`src/rtl/pmc_pkg.sv`:
```
package pmc_pkg;

    localparam int THR_W = 8;
    localparam int SEL_W = 4;

    typedef struct packed {
        logic [SEL_W-1:0] evsel;
        logic             edge_en;
        logic             invert;
        logic             kern_en;
        logic             user_en;
        logic [THR_W-1:0] thresh;
    } pmc_ctl_t;

    localparam int CTL_W = $bits(pmc_ctl_t);

    typedef enum logic {
        HIST_LOW  = 1'b0,
        HIST_HIGH = 1'b1
    } hist_state_e;

endpackage

```
`src/rtl/pmc_event_filter.sv`:
```
module pmc_event_filter
    import pmc_pkg::*;
#(
    parameter int OCC_W = 4
) (
    input  logic             clk,
    input  logic             rst_n,
    input  logic             cnt_en,
    input  logic             hist_clr,
    input  pmc_ctl_t         ctl,
    input  logic [OCC_W-1:0] occ,
    input  logic [1:0]       priv,
    output logic [OCC_W-1:0] inc
);

    localparam int CMP_W = (OCC_W > THR_W) ? OCC_W : THR_W;

    hist_state_e      state_q, state_d;
    logic             priv_ok, raw_mode, cond, qual, pulse;
    logic [THR_W-1:0] thr_eff;

    // filter chain: privilege -> compare -> invert
    always_comb begin
        priv_ok  = (priv == 2'd0) ? ctl.kern_en : ctl.user_en;
        raw_mode = (ctl.thresh == '0) && !ctl.invert && !ctl.edge_en;
        thr_eff  = (ctl.thresh == '0) ? THR_W'(1) : ctl.thresh;
        cond     = CMP_W'(occ) >= CMP_W'(thr_eff);
        qual     = (cond ^ ctl.invert) && priv_ok;
    end

    // state register
    always_ff @(posedge clk or negedge rst_n) begin
        if (!rst_n) state_q <= HIST_LOW;
        else        state_q <= state_d;
    end

    // next state
    always_comb begin
        state_d = state_q;
        if (!cnt_en || hist_clr) begin
            state_d = HIST_LOW;
        end else begin
            unique case (state_q)
                HIST_LOW:  state_d = qual ? HIST_HIGH : HIST_LOW;
                HIST_HIGH: state_d = qual ? HIST_HIGH : HIST_LOW;
            endcase
        end
    end

    // outputs
    always_comb begin
        pulse = 1'b0;
        unique case (state_q)
            HIST_LOW:  pulse = qual;
            HIST_HIGH: pulse = qual && !ctl.edge_en;
        endcase
        if (!priv_ok)      inc = '0;
        else if (raw_mode) inc = occ;
        else               inc = OCC_W'(pulse);
    end

    // a level that is not enabled never yields an increment
    a_r2_priv_gate: assert property (@(posedge clk) disable iff (!rst_n)
        ((priv == 2'd0 && !ctl.kern_en) || (priv != 2'd0 && !ctl.user_en)) |-> inc == '0);

    // in edge mode an increment is never followed by another one
    a_r6_edge_once: assert property (@(posedge clk) disable iff (!rst_n)
        (cnt_en && !hist_clr && ctl.edge_en && inc != '0) |=> inc == '0);

endmodule

```
`src/rtl/pmc_count_reg.sv`:
```
module pmc_count_reg #(
    parameter int CNT_W = 48,
    parameter int OCC_W = 4
) (
    input  logic             clk,
    input  logic             rst_n,
    input  logic             cnt_en,
    input  logic [OCC_W-1:0] inc,
    input  logic             sw_wr,
    input  logic [CNT_W-1:0] sw_data,
    input  logic             ovf_clr,
    output logic [CNT_W-1:0] cnt,
    output logic             ovf
);

    logic [CNT_W:0] sum;

    always_comb sum = {1'b0, cnt} + (CNT_W+1)'(inc);

    always_ff @(posedge clk or negedge rst_n) begin
        if (!rst_n) begin
            cnt <= '0;
            ovf <= 1'b0;
        end else begin
            if (sw_wr)       cnt <= sw_data;
            else if (cnt_en) cnt <= sum[CNT_W-1:0];
            if (!sw_wr && cnt_en && sum[CNT_W]) ovf <= 1'b1;
            else if (ovf_clr)                   ovf <= 1'b0;
        end
    end

    // software write wins over a concurrent increment
    a_r10_write_wins: assert property (@(posedge clk) disable iff (!rst_n)
        $past(sw_wr) |-> cnt == $past(sw_data));

    // a disabled counter keeps its value
    a_r9_hold: assert property (@(posedge clk) disable iff (!rst_n)
        (!$past(cnt_en) && !$past(sw_wr)) |-> cnt == $past(cnt));

    // a counter that moved backwards without a write has flagged overflow
    a_r8_wrap_flag: assert property (@(posedge clk) disable iff (!rst_n)
        (!$past(sw_wr) && cnt < $past(cnt)) |-> ovf);

endmodule

```
`src/rtl/pmc_ctrl_regs.sv`:
```
module pmc_ctrl_regs
    import pmc_pkg::*;
#(
    parameter int NUM_CNT = 4,
    parameter int ADDR_W  = 4
) (
    input  logic               clk,
    input  logic               rst_n,
    input  logic               wr,
    input  logic [ADDR_W-1:0]  addr,
    input  logic [CTL_W-1:0]   wdata,
    output pmc_ctl_t           ctl [NUM_CNT],
    output logic [NUM_CNT-1:0] cnt_en,
    output logic [NUM_CNT-1:0] cfg_err,
    output logic [NUM_CNT-1:0] cnt_wr,
    output logic [NUM_CNT-1:0] ctl_wr,
    output logic [NUM_CNT-1:0] ovf_clr
);

    localparam int A_CTL0 = NUM_CNT;
    localparam int A_EN   = 2 * NUM_CNT;
    localparam int A_OVF  = A_EN + 1;
    localparam int A_ERR  = A_EN + 2;

    pmc_ctl_t wr_ctl;
    logic     wr_bad;

    always_comb begin
        wr_ctl = pmc_ctl_t'(wdata);
        wr_bad = wr_ctl.edge_en && (wr_ctl.thresh == '0);
        for (int i = 0; i < NUM_CNT; i++) begin
            cnt_wr[i] = wr && (addr == ADDR_W'(i));
            ctl_wr[i] = wr && (addr == ADDR_W'(A_CTL0 + i));
        end
        ovf_clr = (wr && addr == ADDR_W'(A_OVF)) ? wdata[NUM_CNT-1:0] : '0;
    end

    always_ff @(posedge clk or negedge rst_n) begin
        if (!rst_n) begin
            for (int i = 0; i < NUM_CNT; i++) ctl[i] <= '0;
            cnt_en  <= '0;
            cfg_err <= '0;
        end else begin
            if (wr && addr == ADDR_W'(A_EN))  cnt_en  <= wdata[NUM_CNT-1:0];
            if (wr && addr == ADDR_W'(A_ERR)) cfg_err <= cfg_err & ~wdata[NUM_CNT-1:0];
            for (int i = 0; i < NUM_CNT; i++) begin
                if (ctl_wr[i]) begin
                    if (wr_bad) cfg_err[i] <= 1'b1;
                    else        ctl[i]     <= wr_ctl;
                end
            end
        end
    end

    // an edge-with-zero-threshold write leaves the register and flags it
    for (genvar g = 0; g < NUM_CNT; g++) begin : g_chk
        a_r7_reject: assert property (@(posedge clk) disable iff (!rst_n)
            (ctl_wr[g] && wr_bad) |=> (ctl[g] == $past(ctl[g])) && cfg_err[g]);
    end

endmodule

```
`src/rtl/pmc_core_counters.sv`:
```
module pmc_core_counters
    import pmc_pkg::*;
#(
    parameter int NUM_CNT    = 4,
    parameter int NUM_EVENTS = 8,
    parameter int OCC_W      = 4,
    parameter int CNT_W      = 48,
    parameter int ADDR_W     = $clog2(2 * NUM_CNT + 3)
) (
    input  logic                        clk,
    input  logic                        rst_n,
    input  logic [NUM_EVENTS*OCC_W-1:0] evt_occ,
    input  logic [1:0]                  priv_lvl,
    input  logic                        reg_wr,
    input  logic [ADDR_W-1:0]           reg_addr,
    input  logic [CNT_W-1:0]            reg_wdata,
    output logic [CNT_W-1:0]            reg_rdata
);

    localparam int A_CTL0 = NUM_CNT;
    localparam int A_EN   = 2 * NUM_CNT;
    localparam int A_OVF  = A_EN + 1;
    localparam int A_ERR  = A_EN + 2;

    pmc_ctl_t           ctl [NUM_CNT];
    logic [NUM_CNT-1:0] cnt_en, cfg_err, cnt_wr, ctl_wr, ovf_clr, ovf;
    logic [CNT_W-1:0]   cnt [NUM_CNT];

    pmc_ctrl_regs #(.NUM_CNT(NUM_CNT), .ADDR_W(ADDR_W)) u_regs (
        .clk     (clk),
        .rst_n   (rst_n),
        .wr      (reg_wr),
        .addr    (reg_addr),
        .wdata   (reg_wdata[CTL_W-1:0]),
        .ctl     (ctl),
        .cnt_en  (cnt_en),
        .cfg_err (cfg_err),
        .cnt_wr  (cnt_wr),
        .ctl_wr  (ctl_wr),
        .ovf_clr (ovf_clr)
    );

    for (genvar g = 0; g < NUM_CNT; g++) begin : g_cnt
        logic [OCC_W-1:0] occ_sel;
        logic [OCC_W-1:0] inc;

        // event lane selection, out-of-range select reads as zero
        always_comb begin
            occ_sel = '0;
            for (int e = 0; e < NUM_EVENTS; e++) begin
                if (ctl[g].evsel == SEL_W'(e)) occ_sel = evt_occ[e*OCC_W +: OCC_W];
            end
        end

        pmc_event_filter #(.OCC_W(OCC_W)) u_filt (
            .clk      (clk),
            .rst_n    (rst_n),
            .cnt_en   (cnt_en[g]),
            .hist_clr (ctl_wr[g]),
            .ctl      (ctl[g]),
            .occ      (occ_sel),
            .priv     (priv_lvl),
            .inc      (inc)
        );

        pmc_count_reg #(.CNT_W(CNT_W), .OCC_W(OCC_W)) u_cnt (
            .clk     (clk),
            .rst_n   (rst_n),
            .cnt_en  (cnt_en[g]),
            .inc     (inc),
            .sw_wr   (cnt_wr[g]),
            .sw_data (reg_wdata),
            .ovf_clr (ovf_clr[g]),
            .cnt     (cnt[g]),
            .ovf     (ovf[g])
        );
    end

    always_comb begin
        reg_rdata = '0;
        for (int i = 0; i < NUM_CNT; i++) begin
            if (reg_addr == ADDR_W'(i))          reg_rdata = cnt[i];
            if (reg_addr == ADDR_W'(A_CTL0 + i)) reg_rdata = CNT_W'(ctl[i]);
        end
        if (reg_addr == ADDR_W'(A_EN))  reg_rdata = CNT_W'(cnt_en);
        if (reg_addr == ADDR_W'(A_OVF)) reg_rdata = CNT_W'(ovf);
        if (reg_addr == ADDR_W'(A_ERR)) reg_rdata = CNT_W'(cfg_err);
    end

endmodule

```
`config.mk`:
```
export PLATFORM = sky130hd
export DESIGN_NAME = pmc_core_counters
export DESIGN_NICKNAME = d
export VERILOG_FILES = /design/src/rtl/pmc_pkg.sv /design/src/rtl/pmc_event_filter.sv /design/src/rtl/pmc_count_reg.sv /design/src/rtl/pmc_ctrl_regs.sv /design/src/rtl/pmc_core_counters.sv
export SDC_FILE = /design/constraint.sdc
export NUM_CORES = 1
export LEC_CHECK = 0
export ABC_AREA = 1
export BUFFER_PORTS_ARGS = -buffer_cell sky130_fd_sc_hd__buf_2
export CORE_ASPECT_RATIO = 1.75
export CORE_MARGIN = 5
export CORE_UTILIZATION = 30
export DETAILED_ROUTE_END_ITERATION = 12
export PLACE_DENSITY_LB_ADDON = 0.12
export SYNTH_ARGS = -nofsm -noshare
export SYNTH_HDL_FRONTEND = slang
export SYNTH_HIERARCHICAL = 1
export SYNTH_SLANG_ARGS = --single-unit
```
`constraint.sdc`:
```
create_clock -name clk -period 9.1 [get_ports clk]
set_input_delay 1.82 -clock clk [delete_from_list [all_inputs] [get_ports clk]]
set_output_delay 1.82 -clock clk [all_outputs]
set_load 0.005 [all_outputs]
```
* Word-level counts from Yosys, hierarchy flattened *
Index checks and enable logic that the tools add are counted.

cells by class
  $add $sub $neg = 4
  reductions and logical operators = 79
  magnitude comparators = 4
  equal/unequal tests = 38
  bitwise operators = 11
  multiplexer cells = 97

operators with widths
  kind                  count
  $mux W48              19
  $add A48 B4 Y49       4
  $mux W4               42
  $eq A4 B3 Y1 const B  20
  $eq A4 B2 Y1 const B  10
  $logic_not A8 Y1      5
  $logic_and A1 B1 Y1   36
  $ge A4 B8 Y1          4
  $mux W8               4
  $mux W1               28
  $eq A4 B1 Y1 const B  5
  $logic_not A4 Y1      5
  $logic_not A1 Y1      16
  $reduce_bool A2 Y1    8
  $eq A4 B4 Y1 const B  3
  $pmux W1 S2           4
  $reduce_and A2 Y1     4
  $not A1 Y1            5
  $and A4 B4 Y4         1
  $logic_or A1 B1 Y1    4
  $not A4 Y4            1
  $xor A1 B1 Y1         4
  $logic_not A2 Y1      1

storage, ports and cells
  output and inout bits = 48
  word-level logic and storage cells = 271
  bits of input ports = 89
  bits in registers = 272

* Logic depth before layout (Yosys ltp) *
Gate-level depths: netlist (run 1).

  word-level depth = 19
  mapped depth = 29
  depth with buffers taken out = 29

* By module *
The synthesis (run 1) kept the hierarchy.

by module, submodules not included
  module             area an instance (um2)  seq. area each (um2)  instances  cells each
  pmc_count_reg      3772.4                  1226.2                4          559
  pmc_ctrl_regs      3184.3                  1801.7                1          348
  pmc_core_counters  3128.0                  0.0                   1          714
  pmc_event_filter   286.5                   25.0                  4          53

* Least setup slack after synthesis (run 1) *
Ideal clock, no wire load.

  path type = input to output
  start = input port reg_addr[0]
  end = output port reg_rdata[14]
  cell stages on the path = 11
  required time = 7.280 ns
  arrival time = 2.904 ns
  setup slack = 4.376 ns
  buffers on the path = 2
  cell sequence = buf_2 inv_1 nand2_2 nor2_4 buf_6 nand2_1 o211ai_1 nand2_1 nand2_1 nand2_1 a21oi_1

on the way
  word-level cells in the longest chain between the ends = 12
  elaborated cells between the ends (all ways) = 22
  those cells by class = 10 x eq/ne; 11 x mux; 1 x reduce/logical

RTL lines
  what              line                     text
  from (decl)       pmc_core_counters.sv:15  input logic [ADDR_W-1:0] reg_addr,
  $logic_not A4 Y1  pmc_core_counters.sv:82  if (reg_addr == ADDR_W'(i)) reg_rdata = cnt[i];
  $mux W48          pmc_core_counters.sv:82
  $mux W48          pmc_core_counters.sv:83  if (reg_addr == ADDR_W'(A_CTL0 + i)) reg_rdata = CNT_W'(ctl[i]);
  $mux W48          pmc_core_counters.sv:82
  $mux W48          pmc_core_counters.sv:83
  $mux W48          pmc_core_counters.sv:82
  $mux W48          pmc_core_counters.sv:83
  $mux W48          pmc_core_counters.sv:82
  $mux W48          pmc_core_counters.sv:83
  $mux W48          pmc_core_counters.sv:85  if (reg_addr == ADDR_W'(A_EN)) reg_rdata = CNT_W'(cnt_en);
  $mux W48          pmc_core_counters.sv:86  if (reg_addr == ADDR_W'(A_OVF)) reg_rdata = CNT_W'(ovf);
  $mux W48 (*)      pmc_core_counters.sv:87  if (reg_addr == ADDR_W'(A_ERR)) reg_rdata = CNT_W'(cfg_err);
  to (decl)         pmc_core_counters.sv:17  output logic [CNT_W-1:0] reg_rdata

Mark *: on every way between the ends. The rest lies on a longest branch, timed or not.

* Final worst setup path (run 1) *
  start = input port reg_addr[3]
  end = output port reg_rdata[9]

Same word-level chain as after synthesis.

==> results of run 1 <==
## per-stage QoR
stage / hold WS [ns] / area, um2 / instances / power [mW]
floorplan: 0.442 / 22500 / 3510 / 3.47
global placement: 0.462 / 24100 / 4511 / 4.66
detailed placement: 0.466 / 24100 / 4511 / 4.65
CTS: 0.486 / 25200 / 4568 / 6.08
global route: 0.513 / 25200 / 4568 / 6.40
finish: 0.482 / 25200 / 4568 / 6.04
## metal layers
layer	vias to the layer above	part of all wire [%]
met5	-	0
met4	0	9.3
met3	287	3.7
met2	779	50
met1	11700	37
li1	11700	-
## worst max-delay path by stage
stage / slack [ns] / start / end / cells past startpoint
floorplan: 4.38 / reg_addr[0] / reg_rdata[14] / 11
global placement: 2.86 / reg_addr[3] / reg_rdata[9] / 11
detailed placement: 2.86 / reg_addr[3] / reg_rdata[8] / 11
CTS: 2.86 / reg_addr[3] / reg_rdata[8] / 11
global route: 2.56 / reg_addr[3] / reg_rdata[8] / 11
finish: 2.86 / reg_addr[3] / reg_rdata[9] / 11
## state kept, by name, summed over array words and instances, names as in the netlist
register              flops
g_cnt.u_cnt/cnt         192
u_regs/ctl               64
g_cnt.u_cnt/ovf           4
g_cnt.u_filt/state_q      4
u_regs/cfg_err            4
u_regs/cnt_en             4
## worst max-delay path, stage by stage
cell     delay, ns
buf_2         0.15
inv_1         0.30
nand2_1       0.25
nor2_4        0.89
nand2_1       0.13
nand3_1       0.14
o21ai_0       0.20
nand2_1       0.16
nand2_1       0.10
a21oi_1       0.13
buf_2         0.14
## power groups by stage
stage	registers [mW]	clock network, mW	logic (mW)
finish	2.80	1.41	1.83
global route	2.84	1.48	2.08
CTS	2.80	1.44	1.84
detailed placement	2.82	0	1.83
global placement	2.84	0	1.82
floorplan	2.14	0	1.33
## final cells by class
cell class,count,area [um2]
timing repair buffer,155,846
tap,945,1180
clock inverter,14,211
sequential,272,6810
multi-input combinational,2873,14300
clock buffer,43,871
inverter,266,998
fill,8483,49700
## cells by family after synthesis
kind of cell | Yosys count | share of synthesized area [%]
xor+xnor | 84 | 3.26
fa+ha+maj | 36 | 2.13
simple gates | 2410 | 47.4
buf+inv | 365 | 6.78
flops | 272 | 30.2
compound gates | 343 | 10.2
## synth_stat cells, drive strengths merged
cell and instances:
nand2 1442, a22oi 148, o221ai 2, clkinv 4, dfrtp 272, o2111ai 1
xnor2 40, and2 8, nand3b 17, nor3 30, or2 16, a31oi 1
o211ai 24, buf 64, o22ai 2, ha 32, nand3 287, nand4 142
nor2 464, a211oi 1, fa 4, nor3b 4, xor2 44, o21ai 122
inv 262, a21oi 42, clkbuf 35
==> results.md, run 1 <==
- The buffer levels on the longest clock path is 3.
- By area the synthesized netlist is led by dfrtp_1, nand2_1, nand3_1.
- Buffers inserted to repair hold after CTS numbered 0.
- The final-report setup violation count is 0.
- The netlist uses 43 different library cells.
- After global routing the overflow that remains totals 0.
- The overall die area is just over 80,000 um2.
- The startpoint identified for the worst register-to-register timing path is u_regs/ctl[15].
- Before CTS, the worst setup slack after placement is 2.86 ns.
- The number of register bits inferred by synthesis is 272.
- The internal power consumption is around 3.1 mW.
- For this run, the post-layout net count is approximately 3,700.
- The global-route met1 utilization is 31.3%.
- TritonCTS built the clock tree.
- The synthesized design devotes to its leading area cell type a little under a third of total area.
- At the end of the flow the core is filled with cells to 33.6%.
- The met3 routing resource usage after global routing is about 2.4%.
- The number of violations reported at the end of detailed-routing iteration 0 is about 1,900.
- The leakage component of the power is 11.0 nW.
- The synthesized design spends more area on one cell type than any other, namely dfrtp_1.
- Derived from the worst setup path, the maximum achievable clock frequency is 0.160 GHz.
- The final-report hold violation count is 0.
- The initial core utilization is roughly 30%.
- Relative to the synthesized area, the layout overhead comes to 11.7%.
- The cell count after synthesis is between 3,000 and 4,000.
- The hold path startpoint is u_regs/ctl[62].
- Leaving out fill and tap cells, the most frequent cells in the layout are nand2_1, nor2_1, nand3_1, dfrtp_1, inv_1.
- The critical path is of the primary input to primary output type.
- The maximum fanout encountered on the critical timing path is 42.
- The path class of the tightest hold or removal check is flip-flop to flip-flop.
- The initialized floorplan defines 133 standard-cell rows.
- For this run, the register share of the synthesized area comes to between 30% and 40%.
- The via count of the first global-routing pass is 24,200.
- The post-cts repair resize count is 0.
- The endpoint of the lowest-slack register-to-register path is g_cnt[3].u_cnt/cnt[38].
- The worst-case setup margin in the final layout is 2.86 ns.
- The number of antenna violations at the first check in global routing is 1.
- The flop-to-flop setup slack is ~4.6 ns.
- The worst hold path was traced through 2 stages.
- The share of the clock period used by the worst path after layout is 68.6%.
- The leading cell type in the layout, fill and taps excluded is nand2_1.
- The nature of the critical path endpoint is a primary output.
- The worst-margin pin slew is between 1 and 1.5 ns.
- At the worst endpoint, the arrival time is roughly 4.4 ns.
- The clock-pin slew reported for the worst setup and hold paths after clock tree synthesis is roughly 0.060 ns.
- The region available for standard cell placement spans 74,900 um2.
- The clock drives between 200 and 300 sinks.
- The tightest slew margin relative to the limit is 24.8%.
- For this run, design rule violations remaining after detail routing come to 0.
- The final weighted congestion in routability-driven placement is 0.986.
- The cell depth of the worst flop-to-flop path is 24.
- Of the total power, the clock network draws 23.3%.
- Adding up every negative setup slack in the final design gives 0 ns.
- The synthesized area is 22,500 um2.
- Global routing used 28.1% of the available tracks.
- Entering global routing, the biggest net connects 138 pins.
- Using the TritonRoute via totals, the vias-per-cell ratio works out to 5.34.
- Setup repair after global routing left no endpoint under its margin.
- The net switching share of the total power is 48.1%.
- In this run the power density over the cells is ~240 nW/um2.
- Detailed routing inserted a total of 24,400 vias.
- The first global-routing pass estimated between 150,000 and 200,000 um of wire.
- The first detailed-routing pass ran for 5 iterations.
- The clock period minus final worst setup slack is 6.24 ns.
- Once detail routing completed, the nets flagged for antenna violations numbered 0.
- The die boundary height is 373 um.
- The diode insertion count for antenna repair is 0.
- In this run the clock root is driven by a clkbuf_16.
- The Yosys step of the flow raised 6 warnings.
- The share of power burned in registers is 46.3%.
- The path with the worst hold slack has its endpoint at u_regs/ctl[62].
- The post-CTS setup buffer count is 0.
- Dividing the detail-routed wire length by the instance count gives 25.8 um.
- Measured along the x axis, the die boundary spans 217 um.
- The number of nets handed over by synthesis was 3,635.
- At the later pin of the worst-skew pair, clock insertion delay measures between 0.6 and 0.7 ns.
- During placement, the flow inserted port buffers numbering 136.
- STA puts the critical path data required time at 7.28 ns.
- The met2 demand-to-capacity share in global routing is 49.8%.
- Across the VDD grid, the largest voltage drop is roughly 0.16 mV.
- The count of pins over their slew limit is 0.
- The number of clock buffers added by TritonCTS is 31.
- The flow ran to the end, and the final reports show no timing, DRC or antenna violations.
- The average size of a mapped cell is approximately 6.4 um2.
- The highest-utilization routing layer at the global route stage is met2.
- The post-detailed-routing wire length is ~120,000 um.
- The count of H-tree levels built during CTS is 1.
- Combinational logic burns between 30% and 40% of the power.
- The number of I/O pins is roughly 140.
- The sum of net half-perimeters after detailed placement is around 92,000 um.
- The proportion of layout cells with a drive suffix above 1 is 11.8%.
- The kind of start point of the critical path is a primary input.
- The total of max-cap violations is 0.
- The net switching power figure is ~2.9 mW.
- For the final database, setup skew stands at about 0.04 ns.
Power figures use the tool's default switching activity.
==> run 2, diff against run 1 <==
ABC_AREA = 0   (was 1)
clock period = 6.49 ns   (was 9.1 ns; I/O delays follow)
==> results.md, run 2 <==
- The number of nets in the layout is 2,283 (was 3,724).
- The area of combinational cells with multiple inputs came to 11,600 um2 (was 14,300 um2).
- The proportion of layout cells with a drive suffix above 1 is 19.2% (was 11.8%).
- The diode insertion count for antenna repair is 0 (unchanged).
- The filler cell count came to 6,554 (was 8,483).
- The critical setup path kind is primary input to primary output (unchanged).
- The via count of the first global-routing pass was 17,700 (was 24,200).
- The aggregate negative setup slack is 0 ns (unchanged).
- The count of pins over their slew limit is 0 (unchanged).
- The number of flip-flops under the largest register name came to 192 (unchanged).
- The overall fraction of global-route tracks in use came to 23.7% (was 28.1%).
- Cells taking the most area after synthesis: dfrtp_1, nand2_1, o21ai_0 (was dfrtp_1, nand2_1, nand3_1).
- The horizontal die dimension is 201 um (was 217 um).
- The sum of net half-perimeters after detailed placement is 63,500 um (was 92,200 um).
- The largest net degree at the start of global routing is 103 (was 138).
- The clock network fraction of total power is 30.8% (was 23.3%).
- The global-route wire length before repair came to 123,000 um (was 169,000 um).
- The count of port buffers added during placement is 136 (unchanged).
- The buffer and inverter count on the worst path is 4 (was 3).
- The maximum ir drop on the vdd rail is 0.188 mV (was 0.161 mV).
- The number of warning messages in the yosys log came to 6 (unchanged).
- The final weighted congestion in routability-driven placement was 0.916 (was 0.986).
- The worst-margin pin slew is 0.955 ns (was 1.13 ns).
- The number of buffers created by CTS was 31 (unchanged).
- The top flip-flop cell by instance count after synthesis is dfrtp_1 (unchanged).
- The path category of the worst min-delay check was flip-flop to flip-flop (unchanged).
- Commonest non-fill, non-tap cells in the layout: nand2_1, dfrtp_1, o21ai_0, buf_2, nand4_1 (was nand2_1, nor2_1, nand3_1, dfrtp_1, inv_1).
- The final-report hold violation count was 0 (unchanged).
- The portion of netlist area occupied by mux cells is 9.98% (was 0%).
- The most instantiated library cell after synthesis is nand2_1 (unchanged).
- The maximum clock rate is between 0.15 and 0.2 GHz.
- The initial core utilization is 30.2% (was 30.1%).
- The overall power of the completed layout was 6.30 mW (was 6.04 mW).
- The net switching share of the total power is 36.7% (was 48.1%).
- The number of design rule violations left after detail routing was 0 (unchanged).
- The number of nets with antenna violations after routing is 0 (unchanged).
- The post-cts repair resize count is 0 (unchanged).
- The net switching power figure was 2.31 mW (was 2.91 mW).
- The placement row count came to 122 (was 133).
- The count of H-tree levels built during CTS came to 1 (unchanged).
- The total via count in the routed design is 17,400 (was 24,400).
- The distinct cell type count after synthesis was 93 (was 43).
- The kind of start point of the critical path is a primary input (unchanged).
- The nature of the critical path endpoint is a primary output (unchanged).
- The number of detailed-route iterations in the first pass is 7 (was 5).
- RSZ-0062 raised after global routing: no (unchanged).
- The number of violations reported at the end of detailed-routing iteration 0 is 1,195 (was 1,868).
- The number of antenna violations at the first check in global routing is 2 (was 1).
- The xor and xnor fraction of the mapped netlist area was 6.95% (was 3.26%).
- The number of buffers inserted by hold repair at cts is 0 (unchanged).
- The overall die area is 69,200 um2 (was 81,000 um2).
- The die boundary height is 344 um (was 373 um).
- The data arrival time of the critical path is 3.99 ns (was 4.42 ns).
- The family with the most delay on the worst path is buffers and inverters (was simple AND/OR/NAND/NOR gates).
- The area added between synthesis and finish was 13.0% (was 11.7%).
- The number of synthesized flops with an enable pin is 0 (unchanged).
- The average size of a mapped cell was 9.26 um2 (was 6.42 um2).
- The fraction of synthesis flops using an asynchronous set or reset pin came to 100% (unchanged).
- The share of the clock period used by the worst path after layout is roughly 81%.
- Ordered cell list for the critical path: buf_2, clkinv_2, nor3_4, buf_4, o2bb2ai_1, o21ai_1, o211ai_1, buf_2 (was buf_2, inv_1, nand2_1, nor2_4, nand2_1, nand3_1, o21ai_0, nand2_1, nand2_1, a21oi_1, buf_2).
- Regs by FF count: g_cnt.u_cnt/cnt (192), u_regs/ctl (64) (unchanged).
- The data required time at the worst endpoint was 5.19 ns (was 7.28 ns).
- The largest stage delay on the critical path was 0.56 ns (was 0.89 ns).
- The global route total overflow is 0 (unchanged).
- The adder-cell share of the synthesized area is 2.51% (was 2.13%).
- The register bank with the most flops is g_cnt.u_cnt/cnt (unchanged).
- The total of max-cap violations is 0 (unchanged).
- The via density per instance is 5.82 (was 5.34).
- The cell with the most instances on the worst path is buf_2 (was nand2_1).
- The worst-case hold slack is 0.505 ns (was 0.482 ns).
- The number of register bits inferred by synthesis is 272 (unchanged).
- The post-CTS setup buffer count was 0 (unchanged).
- The final-report setup violation count is 0 (unchanged).
- The leading cell type in the layout, fill and taps excluded is nand2_1 (unchanged).
- The CTS tree is done (unchanged).
- The clock insertion delay at the later pin of the skew report is 0.59 ns (was 0.63 ns).
- The total power divided by cell area came to 291 nW/um2 (was 240 nW/um2).
- The core box area is 63,300 um2 (was 74,900 um2).
- The cell count after synthesis is 2,069 (was 3,510).
- The cell type of the slowest stage on the worst timing path was clkinv_2 (was nor2_4).
- The clock period minus final worst setup slack is 5.29 ns.
- The share of power burned in registers came to 44.3% (was 46.3%).
- The number of I/O pins is 137 (unchanged).
- The logic gate share of total power is 24.8% (was 30.3%).
- The post-detailed-routing wire length is 84,700 um (was 118,000 um).
- The synthesized net count is 2,194 (was 3,635).
- The dominant combinational cell family by area after synthesis was simple AND/OR/NAND/NOR gates (unchanged).
- The CTS root buffer is clkbuf_16 (unchanged).
- The leading area contributor after synthesis is dfrtp_1 (unchanged).
- The clock-pin slew reported for the worst setup and hold paths after clock tree synthesis is 0.06 ns (about the same).
- The synthesized area came to 19,200 um2 (was 22,500 um2).
- The largest clock skew in the final design came to 0.0107 ns (was 0.0390 ns).
- The leakage component of the power came to 8.43 nW (was 11.0 nW).
- The register area share after synthesis was 35.5% (was 30.2%).
- The internal power consumption came to 3.99 mW (was 3.14 mW).
- The synthesized-area fraction occupied by and/or/nand/nor cells came to 22.6% (was 47.4%).
- The maximum fanout encountered on the critical timing path was 38 (was 42).
- The tightest slew margin relative to the limit is 34.7% (was 24.8%).
- The buffer levels on the longest clock path came to 3 (unchanged).
- Outcome: finished clean (unchanged).
- List of most frequent post-synthesis cells: nand2_1, dfrtp_1, o21ai_0, nand4_1, nor2_1 (was nand2_1, nor2_1, nand3_1, dfrtp_1, inv_1).
- The area occupied by registers is 6810 um2 (unchanged).
- The proportion of netlist area held by the largest area contributor is 35.5% (was 30.2%).
- The post-synthesis compound-gate area fraction is 18.3% (was 10.2%).
- The sink count of the clock tree is 272 (unchanged).
- The wire length per cell after detailed routing is 28.4 um (was 25.8 um).
## run 2: cell count changes in the layout (fill, tap and decap cells not counted), moves of 44 or more
cell,before,now
a22oi_1,148,75
inv_1,251,42
mux2_2,0,66
nand2_1,1390,273
nand2_2,52,0
nand3_1,273,58
nor2_1,342,100
nor2_2,72,2
o21ai_0,62,194
xor2_1,44,88
## run 2: layout make-up
cell class,count,share of cell area (%)
multi-input combinational,1636,53.7
sequential,272,31.4
tap,806,4.66
timing repair buffer,169,4.34
clock buffer,46,4.21
clock inverter,10,0.844
inverter,48,0.838
## run 2: stage by stage
step	instances	setup WS, ns	utilization [%]	area [um2]
6_report	2987	1.20	34.2	21600
3_3_place_gp	2931	1.10	32.4	20500
2_1_floorplan	2069	1.79	-	19200
3_5_place_dp	2931	1.04	32.4	20500
4_1_cts	2987	1.24	34.2	21600
5_1_grt	2987	1.12	34.2	21600
## run 2: power groups by stage
stage	combinational, mW	clock [mW]	sequential, mW
after floorplan	1.18	0	2.47
after global placement	1.54	0	2.82
after detailed placement	1.57	0	2.82
after CTS	1.57	2.00	2.80
after global routing	1.73	2.05	2.86
final	1.57	1.94	2.79
## run 2: per-layer routing
metal	share of wire, %	vias up	track usage [%]
li1	-	7903	-
met4	6.8	4	13.3
met1	36	8686	25.7
met5	0.032	-	0
met2	53	643	45.0
met3	4.3	163	2.16
## run 2: cell families (layout without fill, tap and decap cells)
logic type | Yosys count | after routing
DFF | 272 | 272
muxes | 143 | 143
adders and majority gates | 36 | 36
xor gates and xnor gates | 152 | 152
buffers and inverters | 161 | 273
AOI/OAI and AO/OA | 518 | 518
and+or+nand+nor | 787 | 787
## run 2: worst paths after layout
check,from,endpoint,slack [ns],cells after the start
setup / recovery,reg_addr[0],reg_rdata[5],1.20,8
hold / removal,u_regs/cfg_err[0],u_regs/cfg_err[0],0.51,1
setup reg to reg,u_regs/ctl[60],g_cnt[0].u_cnt/cnt[32],1.48,17
hold reg to reg,u_regs/cfg_err[0],u_regs/cfg_err[0],0.51,1
max in group asynchronous,rst_n,g_cnt[3].u_cnt/cnt[33],4.28,2
min in group asynchronous,rst_n,g_cnt[0].u_cnt/cnt[34],0.71,1
## run 2: worst register-to-register path: stages, from the launching register on
cell and delay, ns:
dfrtp_1 0.86, mux4_2 0.62, mux2i_1 0.40, nor2_1 0.12
inv_1 0.11, ha_1 0.23, nor3b_1 0.30, o21a_4 0.19
o211ai_1 0.09, a31oi_1 0.22, ha_1 0.26, fa_1 0.24
nand3_1 0.16, a211oi_2 0.23, buf_4 0.32, nand4_1 0.16
xnor2_1 0.15, mux2_2 0.27
==> run 3, diff against run 2 <==
clock period = 4.4 ns   (was 6.49 ns; I/O delays follow)
==> results.md, run 3 (same netlist as run 2, synthesis figures left out) <==
- Commonest non-fill, non-tap cells in the layout: nand2_1, dfrtp_1, o21ai_0, buf_4, buf_2 (was nand2_1, dfrtp_1, o21ai_0, buf_2, nand4_1).
- The number of detailed-route iterations in the first pass is 5 (was 7).
- The post-detailed-routing wire length is 87,700 um (was 84,700 um).
- The number of design rule violations left after detail routing is 0 (unchanged).
- The area added between synthesis and finish is 19.3% (was 13.0%).
- The overall die area is 69,200 um2 (unchanged).
- The worst-case setup margin in the final layout is 0.196 ns (was 1.20 ns).
- The maximum fanout encountered on the critical timing path was 6 (was 38).
- The largest net degree at the start of global routing is 80 (was 103).
- The number of antenna violations at the first check in global routing is 1 (was 2).
- The clock-pin slew reported for the worst setup and hold paths after clock tree synthesis was 0.06 ns (about the same).
- The register bank with the most flops was g_cnt.u_cnt/cnt (unchanged).
- The total via count in the routed design is 17,900 (was 17,400).
- The count of H-tree levels built during CTS came to 1 (unchanged).
- The global-route wire length before repair is 125,000 um (was 123,000 um).
- The via density per instance is 5.75 (was 5.82).
- The number of violations reported at the end of detailed-routing iteration 0 is 1,287 (was 1,195).
- The filler cell count was 6,509 (was 6,554).
- The kind of start point of the critical path is a flip-flop (was primary input).
- The worst path uses between 90% and 100% of the clock period.
- The leading cell type in the layout, fill and taps excluded is nand2_1 (unchanged).
- The tightest slew margin relative to the limit came to 21.0% (was 34.7%).
- The maximum ir drop on the vdd rail is 0.271 mV (was 0.188 mV).
- The initial core utilization came to 30.2% (unchanged).
- The global route total overflow is 0 (unchanged).
- The placement-stage worst setup slack is -0.422 ns (was 1.04 ns).
- The final core area utilization is 36.1% (was 34.2%).
- The clock period minus final worst setup slack is 4.20 ns.
- RSZ-0062 raised after global routing: yes (was no).
- The via count of the first global-routing pass is 18,200 (was 17,700).
- The endpoint of the lowest-slack register-to-register path was g_cnt[3].u_cnt/cnt[34] (was g_cnt[0].u_cnt/cnt[32]).
- The clock insertion delay at the later pin of the skew report came to 0.59 ns (about the same).
- The sink count of the clock tree is 272 (unchanged).
- The final-report hold violation count came to 0 (unchanged).
- The total power divided by cell area came to 409 nW/um2 (was 291 nW/um2).
- The number of nets with antenna violations after routing was 0 (unchanged).
- The count of pins over their slew limit is 0 (unchanged).
- The leakage component of the power was 9.09 nW (was 8.43 nW).
- The core box area is 63,300 um2 (unchanged).
- The worst-case hold slack is 0.253 ns (was 0.505 ns).
- Outcome: finished clean (unchanged).
- The number of buffers created by CTS is 29 (was 31).
- The worst-margin pin slew is 1.18 ns (was 0.955 ns).
- The CTS root buffer is clkbuf_16 (unchanged).
- The flop-to-flop setup slack was 0.20 ns (was 1.48 ns).
- The number of nets in the layout is 2,413 (was 2,283).
- The path category of the worst min-delay check is primary input to asynchronous set/reset pin (was flip-flop to flip-flop).
- The critical setup path kind is flip-flop to flip-flop (was primary input to primary output).
- The buffer levels on the longest clock path is 3 (unchanged).
- The diode insertion count for antenna repair came to 0 (unchanged).
- The proportion of layout cells with a drive suffix above 1 is 25.2% (was 19.2%).
- Regs by FF count: g_cnt.u_cnt/cnt (192), u_regs/ctl (64) (unchanged).
- The total of max-cap violations is 0 (unchanged).
- The timing endpoint of the critical path is g_cnt[3].u_cnt/cnt[34] (was reg_rdata[5]).
- The aggregate negative setup slack is 0 ns (unchanged).
- The data required time at the worst endpoint is 4.87 ns (was 5.19 ns).
- The cell depth of the worst flop-to-flop path is 17 (unchanged).
- The maximum clock rate is ~0.24 GHz.
- The horizontal die dimension was 201 um (unchanged).
- The placement row count is 122 (unchanged).
- The CTS tree is done (unchanged).
- The sum of net half-perimeters after detailed placement is 68,000 um (was 63,500 um).
- The final-report setup violation count came to 0 (unchanged).
- The count of port buffers added during placement came to 136 (unchanged).
- The largest clock skew in the final design is 0.0162 ns (was 0.0107 ns).
- The data arrival time of the critical path came to 4.67 ns (was 3.99 ns).
- The wire length per cell after detailed routing is 28.2 um (was 28.4 um).
- The startpoint of the lowest-slack register-to-register path is u_regs/ctl[15] (was u_regs/ctl[60]).
- The number of flip-flops under the largest register name was 192 (unchanged).
- The die boundary height is 344 um (unchanged).
- The number of I/O pins is 137 (unchanged).
- The start point of the critical path was u_regs/ctl[15] (was reg_addr[0]).
- The final weighted congestion in routability-driven placement is 0.940 (was 0.916).
- The overall fraction of global-route tracks in use came to 24.3% (was 23.7%).
- The nature of the critical path endpoint is a flip-flop (was primary output).
[run 3: layout make-up]
type,count,area [um2],area share [%]
clock inverter,13,124,0.542
timing repair buffer,301,2140,9.37
inverter,48,181,0.793
multi-input combinational,1636,11800,51.6
sequential,272,6810,29.8
clock buffer,36,802,3.51
tap,806,1010,4.41
[run 3: per-layer routing]
metal  global-route usage [%]  part of all wire, %  up-vias
met5                        0                0.021        -
met3                     2.21                  4.0      213
met4                     17.1                  8.8        2
met1                     25.4                   35     8887
met2                     45.6                   52      653
li1                         -                    -     8151
[run 3: timing repair]
action                     4_1_cts  5_1_grt
gates cloned                     0        2
pin swaps                        0       27
gates resized for setup          2       66
buffers inserted                 2        9
hold buffers                     0        0
setup endpoints to repair       28      115
[run 3: per-stage QoR]
step	cells	power [mW]	instance area [um2]
finish	3112	9.36	22900
floorplan	2069	5.39	19200
global route	3112	9.84	22900
global placement	3051	6.69	21600
CTS	3102	9.30	22600
detailed placement	3051	6.72	21600
[run 3: how the worst min path moves through the flow]
stage,startpoint,endpoint,slack (ns)
6_report,rst_n,g_cnt[0].u_cnt/cnt[35],0.25
5_1_grt,rst_n,g_cnt[0].u_cnt/cnt[35],0.30
4_1_cts,rst_n,g_cnt[0].u_cnt/cnt[35],0.29
3_5_place_dp,u_regs/cfg_err[3],u_regs/cfg_err[3],0.49
3_3_place_gp,u_regs/cfg_err[0],u_regs/cfg_err[0],0.48
2_1_floorplan,u_regs/cfg_err[2],u_regs/cfg_err[2],0.47
[run 3: power by group]
| part | internal, mW | total, mW | leakage [nW] | switching (mW) |
|---|---|---|---|---|
| Sequential | 3.06 | 4.07 | 3.36 | 1.00 |
| Combinational | 1.37 | 2.77 | 5.26 | 1.40 |
| Clock | 1.40 | 2.52 | 0.460 | 1.13 |
[run 3: worst max-delay path, cell delays in order (launching register included)]
cell,delay [ns]
dfrtp_1,0.43
or2_0,0.24
mux4_2,0.48
mux2i_4,0.20
nor2_1,0.09
ha_1,0.28
o21ai_1,0.09
o21ai_0,0.22
nand4b_1,0.14
a31oi_2,0.25
ha_2,0.25
fa_2,0.24
nand3_4,0.10
a211oi_4,0.33
buf_6,0.21
nand4_1,0.12
xnor2_1,0.15
mux2_2,0.26
